===== config.mk =====
export PLATFORM = sky130hd
export DESIGN_NAME = qdec_timer
export DESIGN_NICKNAME = d
export VERILOG_FILES = /design/src/rtl/qdec_pkg.sv /design/src/rtl/qdec_sync.sv /design/src/rtl/qdec_phase.sv /design/src/rtl/qdec_presc.sv /design/src/rtl/qdec_count.sv /design/src/rtl/qdec_timer.sv
export SDC_FILE = /design/constraint.sdc
export NUM_CORES = 1
export LEC_CHECK = 0
export ABC_CLOCK_PERIOD_IN_PS = 5900
export BUFFER_PORTS_ARGS = -buffer_cell sky130_fd_sc_hd__buf_4
export CAP_MARGIN = 20
export CORE_ASPECT_RATIO = 1.4
export CORE_UTILIZATION = 63
export CTS_CLUSTER_DIAMETER = 150
export DETAILED_ROUTE_END_ITERATION = 10
export GPL_TIMING_DRIVEN = 1
export MAX_ROUTING_LAYER = met4
export PLACE_DENSITY = 0.84
export SYNTH_ARGS = -nofsm -noshare
export SYNTH_HDL_FRONTEND = slang
export SYNTH_SLANG_ARGS = --single-unit

===== constraint.sdc =====
create_clock -name clk_i -period 5.9 [get_ports clk_i]
set_clock_uncertainty 0.15 [all_clocks]
set_input_delay 1.18 -clock clk_i [delete_from_list [all_inputs] [get_ports clk_i]]
set_output_delay 1.18 -clock clk_i [all_outputs]
set_load 0.005 [all_outputs]

===== src/rtl/qdec_pkg.sv =====
package qdec_pkg;
  localparam int unsigned REG_AW = 3;
  localparam int unsigned PS_W   = 3;

  typedef enum logic [REG_AW-1:0] {
    A_CTRL  = 3'd0,
    A_COUNT = 3'd1,
    A_UPPER = 3'd2,
    A_LOWER = 3'd3,
    A_MODE  = 3'd4,
    A_STAT  = 3'd5,
    A_QCTRL = 3'd6
  } reg_addr_e;

  localparam int unsigned MODE_ENA_BIT  = 0;
  localparam int unsigned MODE_OPEN_BIT = 2;
  localparam int unsigned STAT_LOCK_BIT = 6;
  localparam int unsigned QCTRL_EN_BIT  = 0;
endpackage


===== src/rtl/qdec_sync.sv =====
module qdec_sync #(
  parameter int unsigned W = 2
) (
  input  logic         clk_i,
  input  logic         rst_ni,
  input  logic [W-1:0] d_i,
  output logic [W-1:0] q_o
);
  for (genvar i = 0; i < W; i++) begin : g_bit
    logic s1_q, s2_q;
    always_ff @(posedge clk_i or negedge rst_ni) begin
      if (!rst_ni) begin
        s1_q <= 1'b0;
        s2_q <= 1'b0;
      end else begin
        s1_q <= d_i[i];
        s2_q <= s1_q;
      end
    end
    assign q_o[i] = s2_q;
  end
endmodule


===== src/rtl/qdec_phase.sv =====
module qdec_phase (
  input  logic       clk_i,
  input  logic       rst_ni,
  input  logic [1:0] ab_i,
  output logic [1:0] prev_o,
  output logic       up_o,
  output logic       dn_o
);
  logic [1:0] prev_q;

  always_ff @(posedge clk_i or negedge rst_ni) begin
    if (!rst_ni) prev_q <= 2'b00;
    else         prev_q <= ab_i;
  end

  // A leads B: 00 -> 10 -> 11 -> 01 -> 00 counts up; double change matches neither
  always_comb begin
    up_o = 1'b0;
    dn_o = 1'b0;
    unique case ({prev_q, ab_i})
      4'b0010, 4'b1011, 4'b1101, 4'b0100: up_o = 1'b1;
      4'b1000, 4'b1110, 4'b0111, 4'b0001: dn_o = 1'b1;
      default: ;
    endcase
  end

  assign prev_o = prev_q;
endmodule


===== src/rtl/qdec_presc.sv =====
module qdec_presc #(
  parameter int unsigned PS_W = 3
) (
  input  logic            clk_i,
  input  logic            rst_ni,
  input  logic            clr_i,
  input  logic [PS_W-1:0] ps_i,
  input  logic            up_i,
  input  logic            dn_i,
  output logic            step_up_o,
  output logic            step_dn_o
);
  localparam int unsigned RES_W = (1 << PS_W) - 1;

  logic [RES_W-1:0] res_q, mask;

  assign mask      = ~({RES_W{1'b1}} << ps_i);
  assign step_up_o = up_i && ((res_q & mask) == mask);
  assign step_dn_o = dn_i && ((res_q & mask) == '0);

  always_ff @(posedge clk_i or negedge rst_ni) begin
    if (!rst_ni)         res_q <= '0;
    else if (clr_i)      res_q <= '0;
    else if (up_i)       res_q <= step_up_o ? '0 : res_q + 1'b1;
    else if (dn_i)       res_q <= step_dn_o ? mask : res_q - 1'b1;
  end
endmodule


===== src/rtl/qdec_count.sv =====
module qdec_count #(
  parameter int unsigned W = 16
) (
  input  logic         clk_i,
  input  logic         rst_ni,
  input  logic         load_i,
  input  logic [W-1:0] lower_i,
  input  logic [W-1:0] upper_i,
  input  logic         inc_i,
  input  logic         dec_i,
  output logic [W-1:0] cnt_o
);
  logic [W-1:0] cnt_q;

  always_ff @(posedge clk_i or negedge rst_ni) begin
    if (!rst_ni)     cnt_q <= '0;
    else if (load_i) cnt_q <= lower_i;
    else if (inc_i)  cnt_q <= (cnt_q == upper_i) ? lower_i : cnt_q + 1'b1;
    else if (dec_i)  cnt_q <= (cnt_q == lower_i) ? upper_i : cnt_q - 1'b1;
  end

  assign cnt_o = cnt_q;
endmodule


===== src/rtl/qdec_timer.sv =====
module qdec_timer #(
  parameter int unsigned CNT_W  = 16,
  parameter int unsigned DATA_W = 32
) (
  input  logic                       clk_i,
  input  logic                       rst_ni,
  input  logic                       wr_en_i,
  input  logic [qdec_pkg::REG_AW-1:0] addr_i,
  input  logic [DATA_W-1:0]          wdata_i,
  output logic [DATA_W-1:0]          rdata_o,
  input  logic                       phase_a_i,
  input  logic                       phase_b_i
);
  import qdec_pkg::*;

  logic [PS_W-1:0]  ps_q;
  logic             ena_q, qen_q, lock_q;
  logic [CNT_W-1:0] lower_q, upper_q, cnt;
  logic [1:0]       ab_s, ab_p;
  logic             ev_up, ev_dn, step_up, step_dn;
  logic             wr_ctrl, wr_mode, wr_stat, wr_qctrl, wr_lower, wr_upper, wr_cnt;
  logic             unused_wdata;

  assign unused_wdata = ^wdata_i[DATA_W-1:CNT_W];

  assign wr_ctrl  = wr_en_i && (addr_i == A_CTRL) && !lock_q;
  assign wr_mode  = wr_en_i && (addr_i == A_MODE);
  assign wr_stat  = wr_en_i && (addr_i == A_STAT);
  assign wr_qctrl = wr_en_i && (addr_i == A_QCTRL) && !lock_q;
  assign wr_lower = wr_en_i && (addr_i == A_LOWER) && ena_q;
  assign wr_upper = wr_en_i && (addr_i == A_UPPER) && ena_q;
  assign wr_cnt   = wr_en_i && (addr_i == A_COUNT);

  always_ff @(posedge clk_i or negedge rst_ni) begin
    if (!rst_ni) begin
      ps_q    <= '0;
      ena_q   <= 1'b0;
      qen_q   <= 1'b0;
      lock_q  <= 1'b1;
      lower_q <= '0;
      upper_q <= '1;
    end else begin
      if (wr_ctrl)  ps_q  <= wdata_i[PS_W-1:0];
      if (wr_mode && !lock_q) ena_q <= wdata_i[MODE_ENA_BIT];
      if (wr_qctrl) qen_q <= wdata_i[QCTRL_EN_BIT];
      if (wr_stat && wdata_i[STAT_LOCK_BIT])      lock_q <= 1'b1;
      else if (wr_mode && wdata_i[MODE_OPEN_BIT]) lock_q <= 1'b0;
      if (wr_lower) lower_q <= wdata_i[CNT_W-1:0];
      if (wr_upper) upper_q <= wdata_i[CNT_W-1:0];
    end
  end

  qdec_sync #(.W(2)) u_sync (
    .clk_i (clk_i),
    .rst_ni(rst_ni),
    .d_i   ({phase_a_i, phase_b_i}),
    .q_o   (ab_s)
  );

  logic ph_up, ph_dn;
  qdec_phase u_phase (
    .clk_i (clk_i),
    .rst_ni(rst_ni),
    .ab_i  (ab_s),
    .prev_o(ab_p),
    .up_o  (ph_up),
    .dn_o  (ph_dn)
  );

  assign ev_up = qen_q && ph_up;
  assign ev_dn = qen_q && ph_dn;

  qdec_presc #(.PS_W(PS_W)) u_presc (
    .clk_i    (clk_i),
    .rst_ni   (rst_ni),
    .clr_i    (wr_ctrl),
    .ps_i     (ps_q),
    .up_i     (ev_up),
    .dn_i     (ev_dn),
    .step_up_o(step_up),
    .step_dn_o(step_dn)
  );

  qdec_count #(.W(CNT_W)) u_count (
    .clk_i  (clk_i),
    .rst_ni (rst_ni),
    .load_i (wr_cnt),
    .lower_i(lower_q),
    .upper_i(upper_q),
    .inc_i  (step_up),
    .dec_i  (step_dn),
    .cnt_o  (cnt)
  );

  always_comb begin
    rdata_o = '0;
    case (addr_i)
      A_CTRL:  rdata_o[PS_W-1:0]     = ps_q;
      A_COUNT: rdata_o[CNT_W-1:0]    = cnt;
      A_UPPER: rdata_o[CNT_W-1:0]    = upper_q;
      A_LOWER: rdata_o[CNT_W-1:0]    = lower_q;
      A_MODE:  rdata_o[MODE_ENA_BIT] = ena_q;
      A_STAT:  rdata_o[STAT_LOCK_BIT] = lock_q;
      A_QCTRL: rdata_o[QCTRL_EN_BIT] = qen_q;
      default: ;
    endcase
  end
endmodule


==> results, run 1 <==
- The flow ran to the end, and the final reports show no timing, DRC or antenna violations.
- The die covers 0.00847 mm².
- The data arrival time at the worst-slack endpoint is 2.69 ns.
- After clock tree synthesis, the setup repair step added 0 buffers.
- In the final layout, the multi-input gates occupy 0.00309 mm².
- Across every metal layer, demand over resource in global routing totals 33.3%.
- The cell row count is 38.
- The total cell area at the placement stage is 0.00529 mm².
- The worst hold path terminates at u_sync.g_bit[0].s2_q.
- The startpoint identified for the worst hold timing path is u_sync.g_bit[0].s1_q.
- For this design the static power due to leakage is 2.41 nW.
- The overall via count from detail_route is 4427.
- TritonCTS built the clock tree.
- The endpoint class of the critical path is a primary output.
- The core box area is 0.00780 mm².
- The tightest slew margin relative to the limit is 32.5%.
- Derived from the worst setup path, the maximum achievable clock frequency is 0.249 GHz.
- The die is 78.1 µm wide.
- The count of cells along the worst register-to-register path is 6.
- Summing the areas of all xor and xnor instances in the mapped netlist gives 11.0% of the synthesized area.
- Port buffering added 39 buffers.
- Once the floorplan was initialized, standard cells occupied 65.4% of the core.
- The final worst slack is 1.88 ns.
- The TritonCTS buffer count is 9.
- Setup slack on the worst reg-to-reg path comes out at 2.35 ns.
- The path class of the tightest hold or removal check is register to register.
- For the worst setup path, the data required time is 4.57 ns.
- The worst setup path is launched from a primary input.
- The area growth from synthesis to layout is 8.44%.
- For the worst-skew pair, the clock arrives at the later sink with an insertion delay of 0.35 ns.
- Of all flip-flops after synthesis, the portion carrying an async set or reset was 100%.
- The die extent in y is 108 µm.
- The count of flip-flops with a built-in enable after synthesis is 0.
- Entering global routing, the biggest net connects 68 pins.
- In the synthesized netlist the dominant register cell turns out to be dfrtp_1.
- For this run the aggregate overflow at the end of global routing stands at 0.
- The setup path with the least slack is of type primary input to primary output.
- Routability-driven placement finished with a final weighted congestion of 1.00.
- VDD sags by at most 309 µV.
- The via count of the first global-routing pass is 4303.
- The part of the cycle the worst path needs is 68.1%.
- The tightest hold path in the finished design has a slack of 0.213 ns.
- The sequential cells in the finished layout cover a total of 0.00170 mm².
- The mean post-synth cell area is 9.06 µm².
- The sequential area share after synthesis is 33.3%.
- The endpoint of the worst-slack reg-to-reg timing path is u_count.cnt_o[13].
- The count of warnings emitted by yosys is 0.
- In this run the count of I/O pins placed on the die edge is 72.
- The first-pass iteration count of the detailed router is 5.
- The number of hold buffers added after CTS was 0.
- Timing analysis after detailed placement gives a worst setup slack of 1.95 ns.
- Counting instances, the worst hold path has a depth of 0.
- Setup repair after global routing left no endpoint under its margin.
- The first global-routing pass estimated 21100 µm of wire.
- The total routed wirelength is 13000 µm.
- The clock net sink count is 67.
- In this run, post-CTS repair resized a total of 0 instances.
- Leaving out filler cells and counting taps, the final layout contains 679.
- Once detailed placement completed, the half-perimeter wirelength came to 8730 µm.
- 0 antenna diodes ended up in the layout.
- The final-layout fill cell count is 585.
- The clock tree synthesis step divided the H-tree into 3 levels.
- Multiplexer cells account for 14.6% of the synthesized area.
- The number of pins exceeding their max-slew limit in the final report is 0.
- The detailed-route DRC error count is 0.
- The adder-cell share of the synthesized area is 0.981%.
- The average routed wire per standard cell is 19.1 µm.
- The ratio of routed vias to standard cells is 6.52.
- The power density relative to cell area is 439 mW/mm².
- The number of endpoints with negative hold slack in the final report was 0.
- The count of max-cap constraint violations is 0.
- The synthesized flop and latch total is 67.
- The post-synthesis instance area is 0.00510 mm².
- Setup violations remaining at the end of the flow were counted as 0.
- The final critical delay including setup and external delays is 4.02 ns.
- The antenna violation net count after detailed routing is 0.
- The number of placed cells counting well taps is 662.
- Cells with a size suffix above 1 make up 25.0% of the layout.
- The worst-case clock buffer depth is 2.
- CTS placed an instance of clkbuf_8 at the clock tree root.
- For the pin with the worst max-slew slack, the measured transition is 1.01 ns.
- The clock-pin slew of the registers on the worst-case setup and hold paths is 0.07 ns.
- The most critical setup path has its startpoint at addr_i[0].
- Of all nets on the critical path, the largest fanout is 24.
- The number of antenna violations at the first check in global routing is 0.
- The number of instances in the synthesized netlist is 563.
- Summing the areas of all and, or, nand and nor instances in the mapped netlist gives 18.1% of the synthesized area.
- The number of distinct library cells after synthesis is 62.
- Once layout is done, the placed cells without fillers occupy 0.00553 mm².
- The largest family of logic cells by synthesized area is simple AND/OR/NAND/NOR gates.
- The violation count after the first detailed-route iteration is 326.
- The post-layout net count is 618.
- The total negative slack is 0 ns.
- The synthesized netlist devotes 14.6% of its cell area to compound gates.
- The startpoint identified for the worst register-to-register timing path is u_sync.g_bit[1].s2_q.
sequential cells by signal, indices dropped and copies added (netlist names):
signal / flops
ps_q: 3
u_count.cnt_o: 16
lower_q: 16
u_phase.prev_o: 2
upper_q: 16
u_sync.g_bit.s2_q: 2
qen_q: 1
u_presc.res_q: 7
ena_q: 1
u_sync.g_bit.s1_q: 2
lock_q: 1
through the flow:
stage,power (W),util [%]
2_1_floorplan,0.00175,-
3_3_place_gp,0.00192,67.9
3_5_place_dp,0.00196,67.9
4_1_cts,0.00242,70.8
5_1_grt,0.00259,71.0
6_report,0.00243,71.0
metal layers:
layer	GRT usage, %	share of wire (%)	vias to the layer above
li1	-	-	1995
met1	37.1	38	2178
met2	55.6	51	198
met3	4.98	5.6	56
met4	21.3	5.0	0
met5	-	0	-
placed cells by master (no fill, tap or decap), types with 6 or more instances in the layout:
cell type,synthesis,layout
dfrtp_1,50,50
mux2_2,49,49
nor2_1,49,49
nand2_1,49,49
buf_4,21,46
xor2_1,41,41
a21oi_1,24,24
xnor2_1,23,23
o21ai_0,17,17
dfstp_2,17,17
conb_1,1,16
mux2i_1,15,15
nor3_1,15,14
a22oi_1,13,13
nand3_1,12,12
nor4_1,12,12
clkbuf_8,0,11
inv_1,9,9
nor2b_1,9,9
o22ai_1,9,9
a211oi_1,6,6
cell type report:
| class | count | area share [%] |
|---|---|---|
| clock inverter | 4 | 1.33 |
| multi-input combinational | 440 | 55.9 |
| clock buffer | 12 | 2.80 |
| tap | 100 | 2.26 |
| sequential | 67 | 30.7 |
| inverter | 9 | 0.611 |
| timing repair buffer | 47 | 6.45 |
worst max-delay path by stage:
stage                       endpoint
after floorplan           rdata_o[2]
after global placement    rdata_o[9]
after detailed placement  rdata_o[7]
after CTS                 rdata_o[7]
after global routing      rdata_o[7]
final                     rdata_o[7]
power breakdown:
part	total (W)	switching, W	internal (W)
combinational	0.000979	0.000459	0.000519
clock	0.000442	0.000180	0.000261
sequential	0.00101	0.000363	0.000646
total	0.00243	0.00100	0.00143
cells in the mapped netlist (3+ instances only):
library cell / n / area, µm²
a22oi_1: 13 / 97.6
a311oi_1: 3 / 26.3
xnor2_1: 23 / 201
o21ai_0: 17 / 85.1
nand2_1: 49 / 184
a21oi_1: 24 / 120
mux2_2: 49 / 552
xor2_1: 41 / 359
o211ai_1: 5 / 37.5
dfstp_2: 17 / 447
clkbuf_1: 14 / 52.6
inv_1: 9 / 33.8
a21o_1: 3 / 22.5
and2_1: 3 / 18.8
nand3_1: 12 / 60.1
ha_1: 4 / 50.1
nor2_1: 49 / 184
o2bb2ai_1: 3 / 26.3
and3_1: 5 / 31.3
buf_4: 21 / 158
nand2b_1: 5 / 31.3
a31oi_1: 4 / 25.0
nor2b_1: 9 / 56.3
o22ai_1: 9 / 56.3
nand4_1: 5 / 31.3
a221o_1: 4 / 40.0
or2_2: 3 / 18.8
buf_1: 3 / 11.3
dfrtp_1: 50 / 1250
a211oi_1: 6 / 45.0
nor3_1: 15 / 75.1
and4_1: 3 / 26.3
nor4_1: 12 / 75.1
mux2i_1: 15 / 150
buf_2: 24 / 120
cells by family (layout without fill, tap and decap cells):
| group | Yosys count | count (layout) |
|---|---|---|
| xor gates and xnor gates | 64 | 64 |
| buffers and inverters | 71 | 72 |
| adders and majority gates | 4 | 4 |
| and+or+nand+nor | 183 | 183 |
| AOI/OAI and AO/OA | 107 | 107 |
| muxes | 66 | 66 |
| DFF | 67 | 67 |
| other | 1 | 16 |
critical path, stage by stage:
cell and delay (ns):
buf_4 0.31, nor2b_1 0.55, buf_4 0.28, a22oi_1 0.11
nor2_1 0.13, buf_4 0.12
No activity file was read; power rests on OpenSTA's default activity.
==> run 2: changes to the inputs <==
--- a/config.mk
+++ b/config.mk
@@ -5,16 +5,17 @@
 export SDC_FILE = /design/constraint.sdc
 export NUM_CORES = 1
 export LEC_CHECK = 0
-export ABC_CLOCK_PERIOD_IN_PS = 5900
+export ABC_AREA = 1
+export ABC_CLOCK_PERIOD_IN_PS = 3250
 export BUFFER_PORTS_ARGS = -buffer_cell sky130_fd_sc_hd__buf_4
 export CAP_MARGIN = 20
 export CORE_ASPECT_RATIO = 1.4
-export CORE_UTILIZATION = 63
+export CORE_UTILIZATION = 54
 export CTS_CLUSTER_DIAMETER = 150
 export DETAILED_ROUTE_END_ITERATION = 10
 export GPL_TIMING_DRIVEN = 1
 export MAX_ROUTING_LAYER = met4
-export PLACE_DENSITY = 0.84
+export PLACE_DENSITY = 0.75
 export SYNTH_ARGS = -nofsm -noshare
 export SYNTH_HDL_FRONTEND = slang
 export SYNTH_SLANG_ARGS = --single-unit
==> constraint.sdc (replaced) <==
create_clock -name clk_i -period 3.25 [get_ports clk_i]
set_clock_uncertainty 0.15 [all_clocks]
set_input_delay 0.65 -clock clk_i [delete_from_list [all_inputs] [get_ports clk_i]]
set_output_delay 0.65 -clock clk_i [all_outputs]
set_load 0.005 [all_outputs]
==> results, run 2 <==
- In this run, synthesis produced a sequential element count of 67.
- The async set or reset register ratio after synthesis is 100%.
- In the final routed layout, each cell accounts on average for 14.6 µm.
- The wire length on met3 is 945 µm.
- The internal power of the cells totals 0.00270 W.
- The floorplan die area is 0.0110 mm².
- The detailed-route DRC error count is 0.
- The via count of the first global-routing pass is 4983.
- In this run the tightest slew margin relative to its limit is 37.3%.
- Clock-pin slew was measured on the worst setup and hold paths at 0.06 ns.
- The number of diodes is 0.
- The initial core utilization is 55.3%.
- Post-CTS timing repair inserted 0 buffers for setup.
- The detail route stage leaves a number of antenna-violating nets equal to 0.
- The number of instances in the synthesized netlist is 911.
- In this run, synthesis inferred 0 flip-flops with an integrated enable.
- The final-layout fill cell count is 1021.
- Sequential cells burn 32.2% of the power.
- The final layout contains routed wiring with a total length of 15600 µm.
- The ratio of routed vias to standard cells is 5.31.
- The die extent in y is 124 µm.
- The cell row count is 44.
- The number of pins exceeding their max-slew limit in the final report is 0.
- Counting I/O delays and the setup requirement, the final critical path takes 2.76 ns.
- The switching component of the power is 0.00242 W.
- Clock tree synthesis found a total of 67 sinks.
- The floorplan step set the die width to 88.8 µm.
- The number of placed cells counting well taps is 1052.
- The flow ran to the end, and the final reports show no timing, DRC or antenna violations.
- In this run the cell area of the synthesized design comes to 0.00570 mm².
- By count the netlist is led by nand2_1 (348), nand3_1 (99), inv_1 (89).
- After synthesis, the mean cell area works out to 6.25 µm².
- The number of endpoints with negative hold slack in the final report is 0.
- The number of antenna violations at the first check in global routing came to 0.
- The classification of the worst-slack hold path is register to register.
- The library cell used as clock root buffer is clkbuf_16.
- The maximum fanout along the worst path is 13.
- Once layout is complete, the utilization of the core stands at 60.2%.
- The first global-routing pass estimated 24900 µm of wire.
- The worst path required time is 2.45 ns.
- During I/O placement, the number of pins put on the boundary was 72.
- The library cell used most frequently in the layout, excluding fill and tap cells, is nand2_1.
- The biggest area contributor in the post-synthesis netlist is nand2_1.
- The number of levels in the clock H-tree is 3.
- Leaving out fill and tap cells, the most frequent cells in the layout are nand2_1 (348), nand3_1 (99), inv_1 (89).
- The worst setup path is captured at a primary output.
- The tightest hold path in the finished design has a slack of 0.204 ns.
- Overall power consumption after layout is estimated at 0.00513 W.
- The worst ir drop on vdd is 406 µV.
- The sequential area share after synthesis is 29.8%.
- In this run, post-CTS hold repair placed 0 buffers.
- For this design the ratio of total power to cell area is 827 mW/mm².
- Data on the critical path arrives at its endpoint at 1.96 ns.
- The final standard cell count with taps included and fillers excluded is 1068.
- The switching share of power is 47.3%.
- The routed length on met2 is 7420 µm.
- The global router's overall resource usage is 30.9%.
- For this block, wires on met1 add up to 6740 µm.
- In this run the static leakage power is 3.22 nW.
- Setup repair after global routing left no endpoint under its margin.
- The combinational power share is 46.5%.
- The part of the cycle the worst path needs is 84.9%.
- The TritonCTS clock tree is yes.
- The fraction of post-synthesis cell area in the top cell type by area is 22.9%.
- The port buffer count is 39.
- The clock reaches the later pin of the worst-skew pair after 0.35 ns.
- The worst setup path is launched from a primary input.
- The post-layout net count is 969.
- The maximum number of pins on one net before global-route repair is 68.
- The highest clock rate is 0.362 GHz.
- The highest routed metal layer is met4.
- The final weighted congestion in routability-driven placement is 0.909.
- Sorting the synthesized cells by area gives the leading types as nand2_1 (23%), dfrtp_1 (22%), nand3_1 (8.7%).
- The critical path is of the primary input to primary output type.
- The count of warnings emitted by yosys is 0.
- The number of clock buffers added by TritonCTS is 9.
- For this run the aggregate overflow at the end of global routing stands at 0.
- From synthesis to final layout, the design area changed by 8.81%.
- Of the total power, the clock network draws 21.2%.
- The count of max-cap constraint violations is 0.
- The total negative slack is 0 ns.
- The worst-case clock buffer depth is 2.
- The overall via count from detail_route is 5673.
- After legalization and detailed placement, the total HPWL measured 11200 µm.
- The core region is 0.0103 mm².
- The final number of setup-violating endpoints is 0.
- The transition at the pin with the smallest max-transition slack is 0.938 ns.
- The ratio of cells with drive above 1 in the final layout is 13.0%.
- The commonest register cell after synthesis is dfrtp_1.
- The first detailed-routing pass took 6 iterations.
- After the first detailed-routing iteration, the DRC count stood at 660.
- Among all cell types in the netlist, the one instantiated most often is nand2_1.
- The total of cells resized after clock tree synthesis is 0.
- The number of distinct library cells after synthesis is 42.
run 2: changes by cell type after synthesis, moves of 14 or more:
cell and change:
mux2_2 -49, xnor2_1 -19, mux2i_1 -15, o21ai_0 +24, a21oi_1 -16, o221ai_1 +14
nand3_1 +87, inv_2 +21, buf_2 -16, nand2_1 +299, inv_1 +80, xor2_1 -18
run 2: final cells by class:
| type | count | area (µm²) | share of cell area [%] |
|---|---|---|---|
| inverters | 121 | 457 | 7.37 |
| flip-flops and latches | 67 | 1700 | 27.4 |
| clock buffers | 9 | 225 | 3.63 |
| repair buffers | 45 | 338 | 5.45 |
| clock inverters | 7 | 98.8 | 1.59 |
| multi-input cells | 681 | 3210 | 51.8 |
| well taps | 138 | 173 | 2.79 |
run 2: worst paths after layout:
path                                      startpoint                    to  slack (ns)  cells past startpoint
worst max-delay path                       addr_i[1]            rdata_o[6]        0.49                      7
worst min-delay path            u_sync.g_bit[1].s1_q  u_sync.g_bit[1].s2_q        0.20                      0
worst max register to register     u_count.cnt_o[11]      u_count.cnt_o[6]        0.85                     12
worst min register to register  u_sync.g_bit[1].s1_q  u_sync.g_bit[1].s2_q        0.20                      0
max in group asynchronous                     rst_ni            lower_q[3]        2.11                      1
min in group asynchronous                     rst_ni     u_count.cnt_o[12]        0.26                      1
run 2: power by group through the flow:
stage,Combinational [W],Sequential [W],Clock (W)
after floorplan,0.00220,0.00132,0
after global placement,0.00232,0.00165,0
after detailed placement,0.00235,0.00165,0
after CTS,0.00237,0.00163,0.00110
after global routing,0.00273,0.00169,0.00112
final,0.00239,0.00165,0.00109
run 2: stage by stage:
stage | area, µm² | setup WS [ns]
after floorplan | 5750 | 0.752
after global placement | 5880 | 0.532
after detailed placement | 5880 | 0.523
after CTS | 6200 | 0.527
after global routing | 6200 | 0.432
final | 6200 | 0.491
run 2: metal layers:
layer  GRT usage [%]  vias to the layer above
met5               -                        -
met4            13.2                        0
met3            3.54                       37
met2            48.2                      227
met1            40.4                     2548
li1                -                     2861
run 2: logic make-up after synthesis:
kind of cell             after synthesis  share of synthesized area (%)
AO/OA/AOI/OAI                         85                           9.11
XOR/XNOR                              28                           4.44
adder cells (fa/ha/maj)                4                          0.878
buffers and inverters                178                           14.8
flip-flops                            67                           29.8
other                                  1                         0.0658
AND/OR/NAND/NOR                      548                           40.9
run 2: worst max-delay path, cell delays in order:
cell and delay (ns):
buf_4 0.13, inv_1 0.10, nor3_1 0.07, inv_1 0.38, o22ai_1 0.18, a221o_1 0.31
buf_4 0.14
==> run 3: changes to the inputs <==
--- a/config.mk
+++ b/config.mk
@@ -5,17 +5,17 @@
 export SDC_FILE = /design/constraint.sdc
 export NUM_CORES = 1
 export LEC_CHECK = 0
-export ABC_AREA = 1
-export ABC_CLOCK_PERIOD_IN_PS = 3250
+export ABC_AREA = 0
+export ABC_CLOCK_PERIOD_IN_PS = 2650
 export BUFFER_PORTS_ARGS = -buffer_cell sky130_fd_sc_hd__buf_4
 export CAP_MARGIN = 20
 export CORE_ASPECT_RATIO = 1.4
-export CORE_UTILIZATION = 54
+export CORE_UTILIZATION = 59
 export CTS_CLUSTER_DIAMETER = 150
 export DETAILED_ROUTE_END_ITERATION = 10
 export GPL_TIMING_DRIVEN = 1
 export MAX_ROUTING_LAYER = met4
-export PLACE_DENSITY = 0.75
+export PLACE_DENSITY = 0.79
 export SYNTH_ARGS = -nofsm -noshare
 export SYNTH_HDL_FRONTEND = slang
 export SYNTH_SLANG_ARGS = --single-unit
==> constraint.sdc (replaced) <==
create_clock -name clk_i -period 2.65 [get_ports clk_i]
set_clock_uncertainty 0.15 [all_clocks]
set_input_delay 0.53 -clock clk_i [delete_from_list [all_inputs] [get_ports clk_i]]
set_output_delay 0.53 -clock clk_i [all_outputs]
set_load 0.005 [all_outputs]
==> results, run 3 (synthesis gave the netlist of run 1 again) <==
- The data arrival time at the worst-slack endpoint is 2.59 ns.
- Relative to the synthesized area, the layout overhead comes to 16.6%.
- The ratio of routed vias to standard cells is 6.31.
- In this run the critical register-to-register path is launched from u_sync.g_bit[0].s2_q.
- The die is 112 µm tall.
- Wire segments on met3 add up to 754 µm in the final route.
- The flop-to-flop setup slack is 0.13 ns.
- The number of placed cells counting well taps is 709.
- Measured on the finished design, the core utilization comes to 71.7%.
- The clock net sink count is 67.
- TritonCTS built the clock tree.
- Power comes to 0.00594 W.
- The worst ir drop on vdd is 591 µV.
- Measured in cells, the most critical reg-to-reg path has a length of 7.
- The worst register-to-register path ends at u_count.cnt_o[14].
- For this run, the top clock speed supported by timing is 0.397 GHz.
- CTS built an H-tree with a depth of 3.
- The die covers 0.00903 mm².
- In the routed design, unresolved DRC markers number 0.
- The region available for standard cell placement spans 0.00830 mm².
- Clock-pin slew was measured on the worst setup and hold paths at 0.06 ns.
- The cell row count is 39.
- Summed over all layers, the global routing overflow is 0.
- The via count of the first global-routing pass is 4583.
- The classification of the worst-slack hold path is primary input to register.
- The number of pins exceeding their max-slew limit in the final report is 0.
- The first-pass iteration count of the detailed router is 5.
- The transition at the pin with the smallest max-transition slack is 0.869 ns.
- Global routing used 34.6% of the available tracks across all layers.
- The worst-case clock buffer depth is 2.
- The path with the worst hold slack has its endpoint at u_sync.g_bit[0].s1_q.
- The detailed router put a total of 5280 µm of wire on met1.
- Setup violations remaining at the end of the flow were counted as 0.
- The part of the cycle the worst path needs is 95.0%.
- Measured along the x axis, the die boundary spans 80.6 µm.
- During placement, the flow inserted port buffers numbering 39.
- After routing, the total negative slack on setup checks comes to 0 ns.
- The post-layout net count is 662.
- The type of element launching the critical path is a register.
- The violation count after the first detailed-route iteration is 317.
- Summed over all nets, wire length on met2 after detailed routing comes to 7590 µm.
- Pin placement for this block handled 72 I/O pins.
- The maximum fanout along the worst path is 10.
- The tightest slew margin relative to the limit is 42.1%.
- The leakage dissipation is 2.66 nW.
- The power density relative to cell area is 999 mW/mm².
- The maximum number of pins on one net before global-route repair is 68.
- The number of diodes is 0.
- The number of antenna violations at the first check in global routing came to 0.
- Along the worst hold path, the cell count comes to 1.
- The critical path is of the register to register type.
- After clock tree synthesis, the flow added hold-fix buffers numbering 0.
- Setup repair after global routing left no endpoint under its margin.
- In this run the most critical hold path is launched from phase_b_i.
- For this configuration, the core starts out at a cell density of 61.5%.
- The worst path required time is 2.72 ns.
- The endpoint class of the critical path is a register.
- The clock period could shrink to 2.52 ns.
- In this run the clock root is driven by a clkbuf_16.
- The final-layout fill cell count is 657.
- At the later pin of the worst-skew pair, clock insertion delay measures 0.34 ns.
- At the end of routability-driven placement, the weighted congestion stood at 0.988.
- The detail route stage leaves a number of antenna-violating nets equal to 0.
- The top cell types in the final layout, fill and taps aside, are buf_4 (90), dfrtp_1 (50), mux2_2 (49), nor2_1 (49), nand2_1 (49).
- The first global-routing pass estimated 23000 µm of wire.
- The number of endpoints with negative hold slack in the final report came to 0.
- The total routed wirelength is 14200 µm.
- The TritonCTS buffer count is 9.
- In the final layout, the share of cells above drive strength 1 is 30.7%.
- The average routed wire per standard cell is 19.5 µm.
- The run finished with clean final reports.
- The leading cell type in the layout, fill and taps excluded is buf_4.
- Once detailed placement completed, the half-perimeter wirelength came to 10100 µm.
- Once layout is complete, the cells apart from fillers number 725.
- The highest metal layer carrying signal wires in the routed design is met4.
- The tool flagged a number of max-cap violations equal to 0.
- The overall via count from detail_route is 4572.
-- run 3: cell type report --
cell class                 count  area (µm²)  area share [%]
multi-input combinational    440        3100            52.0
sequential                    67        1700            28.5
timing repair buffer          91         696            11.7
clock buffer                   9         225            3.78
tap                          102         128            2.14
clock inverter                 7        75.1            1.26
inverter                       9        33.8           0.568
-- run 3: power by group --
| group | internal (W) | total, W | switching [W] |
|---|---|---|---|
| Combinational | 0.00136 | 0.00263 | 0.00126 |
| Clock | 0.000734 | 0.00122 | 0.000481 |
| Sequential | 0.00144 | 0.00210 | 0.000660 |
-- run 3: critical path, cell delays in order (launching register included) --
cell and delay (ns):
dfrtp_1 0.39, xnor2_1 0.30, nand3_1 0.23, a2111o_1 0.46, buf_12 0.19, o21a_1 0.26, o32a_1 0.20, a22o_1 0.21
-- run 3: repair_timing --
action                                  in CTS  in global routing
resized for setup                            0                  1
buffers inserted                             0                  0
endpoints found under the setup margin       0                  1
-- run 3: layer usage --
layer / GRT usage, % / vias to the layer above
met1: 37.4 / 2243
met3: 6.83 / 43
li1: - / 2086
met2: 59.9 / 200
met5: - / -
met4: 16.0 / 0
-- run 3: metrics by stage --
stage | area, µm² | worst slack [ns] | hold WS, ns
4_1_cts | 5950 | 0.129 | 0.134
2_1_floorplan | 5160 | 0.424 | 0.0844
3_3_place_gp | 5650 | 0.172 | 0.195
3_5_place_dp | 5650 | 0.155 | 0.193
5_1_grt | 5950 | 0.00466 | 0.129
6_report | 5950 | 0.133 | 0.141
-- run 3: how the worst max path moves through the flow --
stage / startpoint / to / cells after the start
5_1_grt: u_presc.res_q[4] / u_count.cnt_o[14] / 8
3_3_place_gp: u_sync.g_bit[1].s2_q / u_presc.res_q[0] / 6
3_5_place_dp: ps_q[2] / u_presc.res_q[0] / 6
6_report: u_sync.g_bit[0].s2_q / u_count.cnt_o[14] / 7
2_1_floorplan: addr_i[2] / lower_q[10] / 4
4_1_cts: u_sync.g_bit[1].s2_q / u_presc.res_q[0] / 6
